### src/rtl/spi_flag_pkg.sv
// Package: shared widths, flag bit positions and role encoding for the
// SPI interrupt flag register. Assumes the three flags sit in the low bits.
package spi_flag_pkg;
    localparam int REG_W     = 8;
    localparam int NUM_FLAGS = 3;
    localparam int BIT_DRE   = 0;
    localparam int BIT_TXC   = 1;
    localparam int BIT_RXC   = 2;

    typedef enum logic {
        ROLE_SLAVE  = 1'b0,
        ROLE_MASTER = 1'b1
    } spi_role_e;
endpackage

### src/rtl/spi_rxc_flag.sv
// Module: receive-complete flag. Sets on a received character while the
// receiver is enabled and clears on a data read or while the receiver is
// off. A set beats a clear in the same cycle. Assumes single-cycle pulses.
module spi_rxc_flag (
    input  logic clk,
    input  logic rst_n,
    input  logic rx_enable,
    input  logic char_rx,
    input  logic data_rd,
    output logic rxc_q
);
    logic set_ev;
    logic clr_ev;

    // Decode set and clear conditions for this cycle
    always_comb begin
        set_ev = char_rx & rx_enable;
        clr_ev = data_rd | ~rx_enable;
    end

    // Flag register, set has priority over clear
    always_ff @(posedge clk) begin
        if (!rst_n)      rxc_q <= 1'b0;
        else if (set_ev) rxc_q <= 1'b1;
        else if (clr_ev) rxc_q <= 1'b0;
    end
endmodule

### src/rtl/spi_dre_flag.sv
// Module: data-register-empty flag. Goes high the cycle after the shift
// engine takes the data register and low the cycle after a bus data write.
// A load beats a write in the same cycle. Resets low.
module spi_dre_flag (
    input  logic clk,
    input  logic rst_n,
    input  logic tx_load,
    input  logic data_wr,
    output logic dre_q
);
    // Track whether the transmit data register is empty
    always_ff @(posedge clk) begin
        if (!rst_n)       dre_q <= 1'b0;
        else if (tx_load) dre_q <= 1'b1;
        else if (data_wr) dre_q <= 1'b0;
    end
endmodule

### src/rtl/spi_txc_flag.sv
// Module: transmit-complete flag. In the master role it sets when a
// character finishes with no data waiting. In the slave role it sets on
// the release of slave-select, optionally only when an address hit was
// seen in that transaction. Clears on a write-one or a data write; a set
// beats a clear. Assumes ss_n is already synchronous to clk.
module spi_txc_flag
    import spi_flag_pkg::*;
(
    input  logic      clk,
    input  logic      rst_n,
    input  spi_role_e role,
    input  logic      addr_match_en,
    input  logic      shift_done,
    input  logic      ss_n,
    input  logic      addr_hit,
    input  logic      buf_empty,
    input  logic      data_wr,
    input  logic      clr_req,
    output logic      txc_q
);
    logic ss_prev;
    logic addr_ok;
    logic ss_rise;
    logic master_set;
    logic slave_set;
    logic set_ev;
    logic clr_ev;

    // Remember last slave-select level; idle high after reset
    always_ff @(posedge clk) begin
        if (!rst_n) ss_prev <= 1'b1;
        else        ss_prev <= ss_n;
    end

    // Hold an address hit until the transaction ends
    always_ff @(posedge clk) begin
        if (!rst_n)                 addr_ok <= 1'b0;
        else if (ss_rise)           addr_ok <= 1'b0;
        else if (addr_hit && !ss_n) addr_ok <= 1'b1;
    end

    // Role-specific set decode and common clear decode
    always_comb begin
        ss_rise    = ss_n & ~ss_prev;
        master_set = (role == ROLE_MASTER) & shift_done & buf_empty & ~data_wr;
        slave_set  = (role == ROLE_SLAVE) & ss_rise & (~addr_match_en | addr_ok);
        set_ev     = master_set | slave_set;
        clr_ev     = clr_req | data_wr;
    end

    // Flag register, set has priority over clear
    always_ff @(posedge clk) begin
        if (!rst_n)      txc_q <= 1'b0;
        else if (set_ev) txc_q <= 1'b1;
        else if (clr_ev) txc_q <= 1'b0;
    end
endmodule

### src/rtl/spi_irq_combine.sv
// Module: gates each flag with its enable and registers the OR of the
// results into one interrupt request. Resets low.
module spi_irq_combine #(
    parameter int N = 3
) (
    input  logic         clk,
    input  logic         rst_n,
    input  logic [N-1:0] flags,
    input  logic [N-1:0] en,
    output logic         irq_q
);
    logic [N-1:0] gated;

    // Per-flag enable gating
    for (genvar k = 0; k < N; k++) begin : g_gate
        assign gated[k] = flags[k] & en[k];
    end

    // Registered request so the output cannot glitch
    always_ff @(posedge clk) begin
        if (!rst_n) irq_q <= 1'b0;
        else        irq_q <= |gated;
    end
endmodule

### src/rtl/spi_irq_flags.sv
// Module: SPI interrupt flag register top. Collects the three flags into a
// REG_W-bit readable value with zero reserved bits and drives the
// registered interrupt request. Assumes all event inputs are synchronous,
// single-cycle pulses, and that REG_W is larger than NUM_FLAGS.
module spi_irq_flags
    import spi_flag_pkg::*;
#(
    parameter int REG_W_P     = REG_W,
    parameter int NUM_FLAGS_P = NUM_FLAGS
) (
    input  logic                   clk,
    input  logic                   rst_n,
    input  logic                   mode_master,
    input  logic                   addr_match_en,
    input  logic                   rx_enable,
    input  logic                   char_rx,
    input  logic                   shift_done,
    input  logic                   ss_n,
    input  logic                   addr_hit,
    input  logic                   tx_load,
    input  logic                   data_rd,
    input  logic                   data_wr,
    input  logic                   flag_wr,
    input  logic [REG_W_P-1:0]     flag_wdata,
    input  logic [NUM_FLAGS_P-1:0] irq_en,
    output logic [REG_W_P-1:0]     flags_q,
    output logic                   irq
);
    localparam int RSVD_W = REG_W_P - NUM_FLAGS_P;

    logic                   rxc_q;
    logic                   txc_q;
    logic                   dre_q;
    logic                   txc_clr;
    logic [NUM_FLAGS_P-1:0] flag_vec;
    spi_role_e              role;
    logic                   wdata_unused;

    // Decode the write-one-to-clear request and the role
    always_comb begin
        txc_clr = flag_wr & flag_wdata[BIT_TXC];
        role    = mode_master ? ROLE_MASTER : ROLE_SLAVE;
    end

    // Flag-register bits other than transmit complete have no write effect
    assign wdata_unused = ^flag_wdata;

    spi_rxc_flag u_rxc (
        .clk       (clk),
        .rst_n     (rst_n),
        .rx_enable (rx_enable),
        .char_rx   (char_rx),
        .data_rd   (data_rd),
        .rxc_q     (rxc_q)
    );

    spi_dre_flag u_dre (
        .clk     (clk),
        .rst_n   (rst_n),
        .tx_load (tx_load),
        .data_wr (data_wr),
        .dre_q   (dre_q)
    );

    spi_txc_flag u_txc (
        .clk           (clk),
        .rst_n         (rst_n),
        .role          (role),
        .addr_match_en (addr_match_en),
        .shift_done    (shift_done),
        .ss_n          (ss_n),
        .addr_hit      (addr_hit),
        .buf_empty     (dre_q),
        .data_wr       (data_wr),
        .clr_req       (txc_clr),
        .txc_q         (txc_q)
    );

    // Assemble flags at their fixed bit positions
    always_comb begin
        flag_vec          = '0;
        flag_vec[BIT_DRE] = dre_q;
        flag_vec[BIT_TXC] = txc_q;
        flag_vec[BIT_RXC] = rxc_q;
    end

    assign flags_q = {{RSVD_W{1'b0}}, flag_vec};

    spi_irq_combine #(.N(NUM_FLAGS_P)) u_irq (
        .clk   (clk),
        .rst_n (rst_n),
        .flags (flag_vec),
        .en    (irq_en),
        .irq_q (irq)
    );
endmodule

### config.mk
export PLATFORM = sky130hd
export DESIGN_NAME = spi_irq_flags
export DESIGN_NICKNAME = d
export VERILOG_FILES = /design/src/rtl/spi_flag_pkg.sv /design/src/rtl/spi_rxc_flag.sv /design/src/rtl/spi_dre_flag.sv /design/src/rtl/spi_txc_flag.sv /design/src/rtl/spi_irq_combine.sv /design/src/rtl/spi_irq_flags.sv
export SDC_FILE = /design/constraint.sdc
export NUM_CORES = 1
export LEC_CHECK = 0
export ABC_AREA = 1
export BUFFER_PORTS_ARGS = -buffer_cell sky130_fd_sc_hd__clkbuf_2
export CAP_MARGIN = 5
export CORE_AREA = 2 2 39 41
export DETAILED_ROUTE_END_ITERATION = 8
export DIE_AREA = 0 0 41 43
export GPL_ROUTABILITY_DRIVEN = 0
export MAX_ROUTING_LAYER = met4
export PLACE_DENSITY_LB_ADDON = 0.05
export SKIP_CTS_REPAIR_TIMING = 1
export SLEW_MARGIN = 15
export SYNTH_ARGS = -nofsm -noshare
export SYNTH_HDL_FRONTEND = slang
export SYNTH_SLANG_ARGS = --single-unit
### constraint.sdc
create_clock -name clk -period 1.9 [get_ports clk]
set_input_delay 0.38 -clock clk [delete_from_list [all_inputs] [get_ports clk]]
set_output_delay 0.38 -clock clk [all_outputs]
set_load 0.02 [all_outputs]
Word-level counts from Yosys, hierarchy flattened
Cells that the tools add are included.

Register bits after elaboration: 6. Input bits: 24. Logic and storage cells: 41.

Muxes and demuxes: 7. Bitwise operators: 21. Reductions and logical operators: 7.

Operators by type and width (count): $and A1 B1 Y1 (11); $mux W1 (7); $not A1 Y1 (6); $reduce_bool A2 Y1 (3); $or A1 B1 Y1 (4); $reduce_or A3 Y1 (1); $reduce_or A2 Y1 (1); $logic_and A1 B1 Y1 (1); $logic_not A1 Y1 (1).

Depth between registers and ports, before layout
Depth after elaboration: 6. Gate-level depth with buffers: 6. Gate-level depth less buffers: 6.

Modules after synthesis
Synthesis repeated with hierarchy kept, for this count alone.

Cells, all modules: 50. Area total of the unflattened synthesis: 349.1 um^2.

By module, submodules not included: spi_txc_flag (instances 1, cells each 20, area each 146.4 um^2, seq. area each 60.1 um^2); spi_irq_flags (instances 1, cells each 11, area each 71.3 um^2, seq. area each 0.0 um^2); spi_dre_flag (instances 1, cells each 6, area each 43.8 um^2, seq. area each 20.0 um^2); spi_irq_combine (instances 1, cells each 7, area each 43.8 um^2, seq. area each 20.0 um^2); spi_rxc_flag (instances 1, cells each 6, area each 43.8 um^2, seq. area each 20.0 um^2).

Worst setup path before layout
OpenSTA, ideal clock, no wires.

Path kind: flip-flop to output port. From: register u_txc.txc_q. To: output port flags_q[1]. Arrival time: 0.477 ns. Data required time: 1.520 ns. Path slack: 1.043 ns. Stages on the path, launching flop included: 2. Path buffers: 1. Path through: dfxtp_1 -> buf_4.

RTL lines: start: declaration (RTL line spi_txc_flag.sv:19) `output logic txc_q`; start signal: assignment (RTL line spi_txc_flag.sv:53) `if (!rst_n) txc_q <= 1'b0;`; start signal: assignment (RTL line spi_txc_flag.sv:54) `else if (set_ev) txc_q <= 1'b1;`; start signal: assignment (RTL line spi_txc_flag.sv:55) `else if (clr_ev) txc_q <= 1'b0;`; end: declaration (RTL line spi_irq_flags.sv:26) `output logic [REG_W_P-1:0] flags_q,`.

No word-level cell between the ends.

Worst setup path in the final report
From: register u_txc.txc_q. To: output port flags_q[1].

No word-level cell between the ends.

==> qor.csv <==
metric,value,unit
status,finished clean,
busiest_layer,met2,
core_area,1384,um2
fillers,176,
drive_gt1_share,37.68,%
die_area,1763,um2
cts_tree,done,
synth_top_family_by_area,buffers and inverters,
drc,0,
globalRouteOverflowTotal,0,
synthesis.area,332.8,um2
first_global_vias,278,
worst_path_dominant_cell_family,flip-flops,
period_needed,1.165,ns
final_common_cell,clkbuf_2,
post-place-ws,0.9839,ns
synth_xor_area_share,0,%
final_cell_mix,"clkbuf_2, inv_1, nand2_1",
top_level_ports,33,
num_rows,14,
gr-usage-met3,7.853,%
p_leak,0.2716,nW
clkSinkCount,6,
yosys.area_share.simple,28.95,%
cts_root_buf,clkbuf_4,
hold_viol,0,
cp_max_fo,3,
vdd_drop_max,0.0003755,V
use_met2,12.81,%
setup_violations,0,
setup_tns,0,ns
area_growth,29.32,%
synth_area_per_cell,6.656,um2
worstSetupEndpointType,output pin,
drt_pass1_iterations,2,
reg2reg_depth,6,
diodes,0,
synth-adder-area-share,0,%
max_stage_delay,0.36,ns
track_usage,9.578,%
period_share,61.32,%
met1_usage,10.00,%
clk_latency,0.24,ns
hpwl,505,um
crit_chain,clkbuf_2,
cts_buffer_depth,2,
crit_buf_inv,1,
die-height,43,um
cap_violations,0,
vias,315,
worstHoldStart,char_rx,
startpoint_type,flop,
synthCells,50,
hold_class,in2reg,
clock_skew,0.002682,ns
yosysWarnings,0,
start_util,24.05,%
rrSetupSlack,1.14,ns
synth_compound_area_share,4.511,%
synth_mux_area_share,0,%
design_area,430.4,um2
rsz0062_at_grt,false,
power_density,711.8,nW/um2
first_iter_violations,2,
totalWireLength,572,um
chipWidth,41,um
worstPathArrival,0.79,ns
required,1.52,ns
hold_depth,3,
slew_viol_final,0,
grt_pass1_wl,1041,um
cts_buffers,3,
via_per_inst,3.706,
yosysSeqAreaShare,36.09,%
critPathKind,reg2out,
h-tree-depth,1,
wl_per_cell,6.729,um
port_buffers,20,
fmax,0.8584,GHz
setup_slack,0.7350,ns
grt_max_degree,6,
place_area,407.9,um2
whs_endpoint,u_rxc.rxc_q$_SDFFE_PN0P_,
r2r-start,u_dre.dre_q$_SDFFE_PN0P_,
drt.antenna.violating_nets,0,
nNetsFinal,95,
synthDistinctLibCells,11,
path_clk_slew,0.05,ns
antenna_found_initial,0,
cp_slowest_cell,dfxtp_1,
reg2reg_to,u_txc.txc_q$_SDFFE_PN0P_,
ys_ff_latch,6,
-- area by class of cell --
class | instances | area [um2] | area share, %
Inverter | 10 | 37.54 | 8.721
Timing Repair Buffer | 20 | 100.1 | 23.26
Tap cell | 16 | 20.02 | 4.651
Multi-Input combinational cell | 30 | 130.1 | 30.23
Clock buffer | 3 | 22.52 | 5.233
Sequential cell | 6 | 120.1 | 27.91
-- cell families after synthesis --
family                 Yosys count
AND/OR/NAND/NOR                 22
buffers and inverters           18
flip-flops                       6
AO/OA/AOI/OAI                    3
other                            1
-- registers in the layout (all words and copies together) (netlist names) --
signal,cells
u_dre.dre_q,1
u_irq.irq_q,1
u_rxc.rxc_q,1
u_txc.addr_ok,1
u_txc.ss_prev,1
u_txc.txc_q,1
-- power breakdown --
group          switching, mW  total (mW)  internal [mW]
clock network         0.0455       0.117         0.0714
logic                 0.0312      0.0528         0.0216
registers            0.00364       0.137          0.133
-- through the flow --
step | total power, mW | hold WS (ns) | utilization (%) | cells
4_1_cts | 0.3151 | 0.3418 | 31.10 | 85
6_report | 0.3064 | 0.3495 | 31.10 | 85
3_5_place_dp | 0.1930 | 0.4765 | 29.48 | 82
2_1_floorplan | 0.1803 | 0.4374 | - | 54
5_1_grt | 0.3387 | 0.3545 | 31.10 | 85
3_3_place_gp | 0.1927 | 0.4745 | 29.48 | 82
-- synth_stat cells --
master,count,share of area [%]
nand3_2,1,3.0
a21oi_1,2,3.0
inv_1,10,11
nand2_1,10,11
dfxtp_1,6,36
buf_4,8,18
nor2_2,2,3.8
o21ai_0,1,1.5
conb_1,1,1.1
nor2_1,7,7.9
nand3_1,2,3.0
-- how the worst max path moves through the flow --
stage / to / startpoint / slack [ns] / depth (start not counted)
2_1_floorplan: flags_q[1] / u_txc.txc_q$_SDFFE_PN0P_ / 1.04 / 1
3_3_place_gp: flags_q[1] / u_txc.txc_q$_SDFFE_PN0P_ / 0.98 / 1
3_5_place_dp: flags_q[1] / u_txc.txc_q$_SDFFE_PN0P_ / 0.98 / 1
4_1_cts: flags_q[1] / u_txc.txc_q$_SDFFE_PN0P_ / 0.71 / 1
5_1_grt: flags_q[1] / u_txc.txc_q$_SDFFE_PN0P_ / 0.68 / 1
6_report: flags_q[1] / u_txc.txc_q$_SDFFE_PN0P_ / 0.73 / 1
-- tightest hold or removal path: cells and delay by family --
kind,cells,cell delay [ns]
and+or+nand+nor,1,0.07
AOI/OAI and AO/OA,1,0.03
buffers and inverters,1,0.07
-- layer usage --
| metal | vias up | wire length [um] |
|---|---|---|
| li1 | 172 | - |
| met3 | 0 | 62 |
| met4 | 0 | 0 |
| met2 | 13 | 276 |
| met5 | - | 0 |
| met1 | 130 | 234 |
Power figures use the tool's default switching activity.
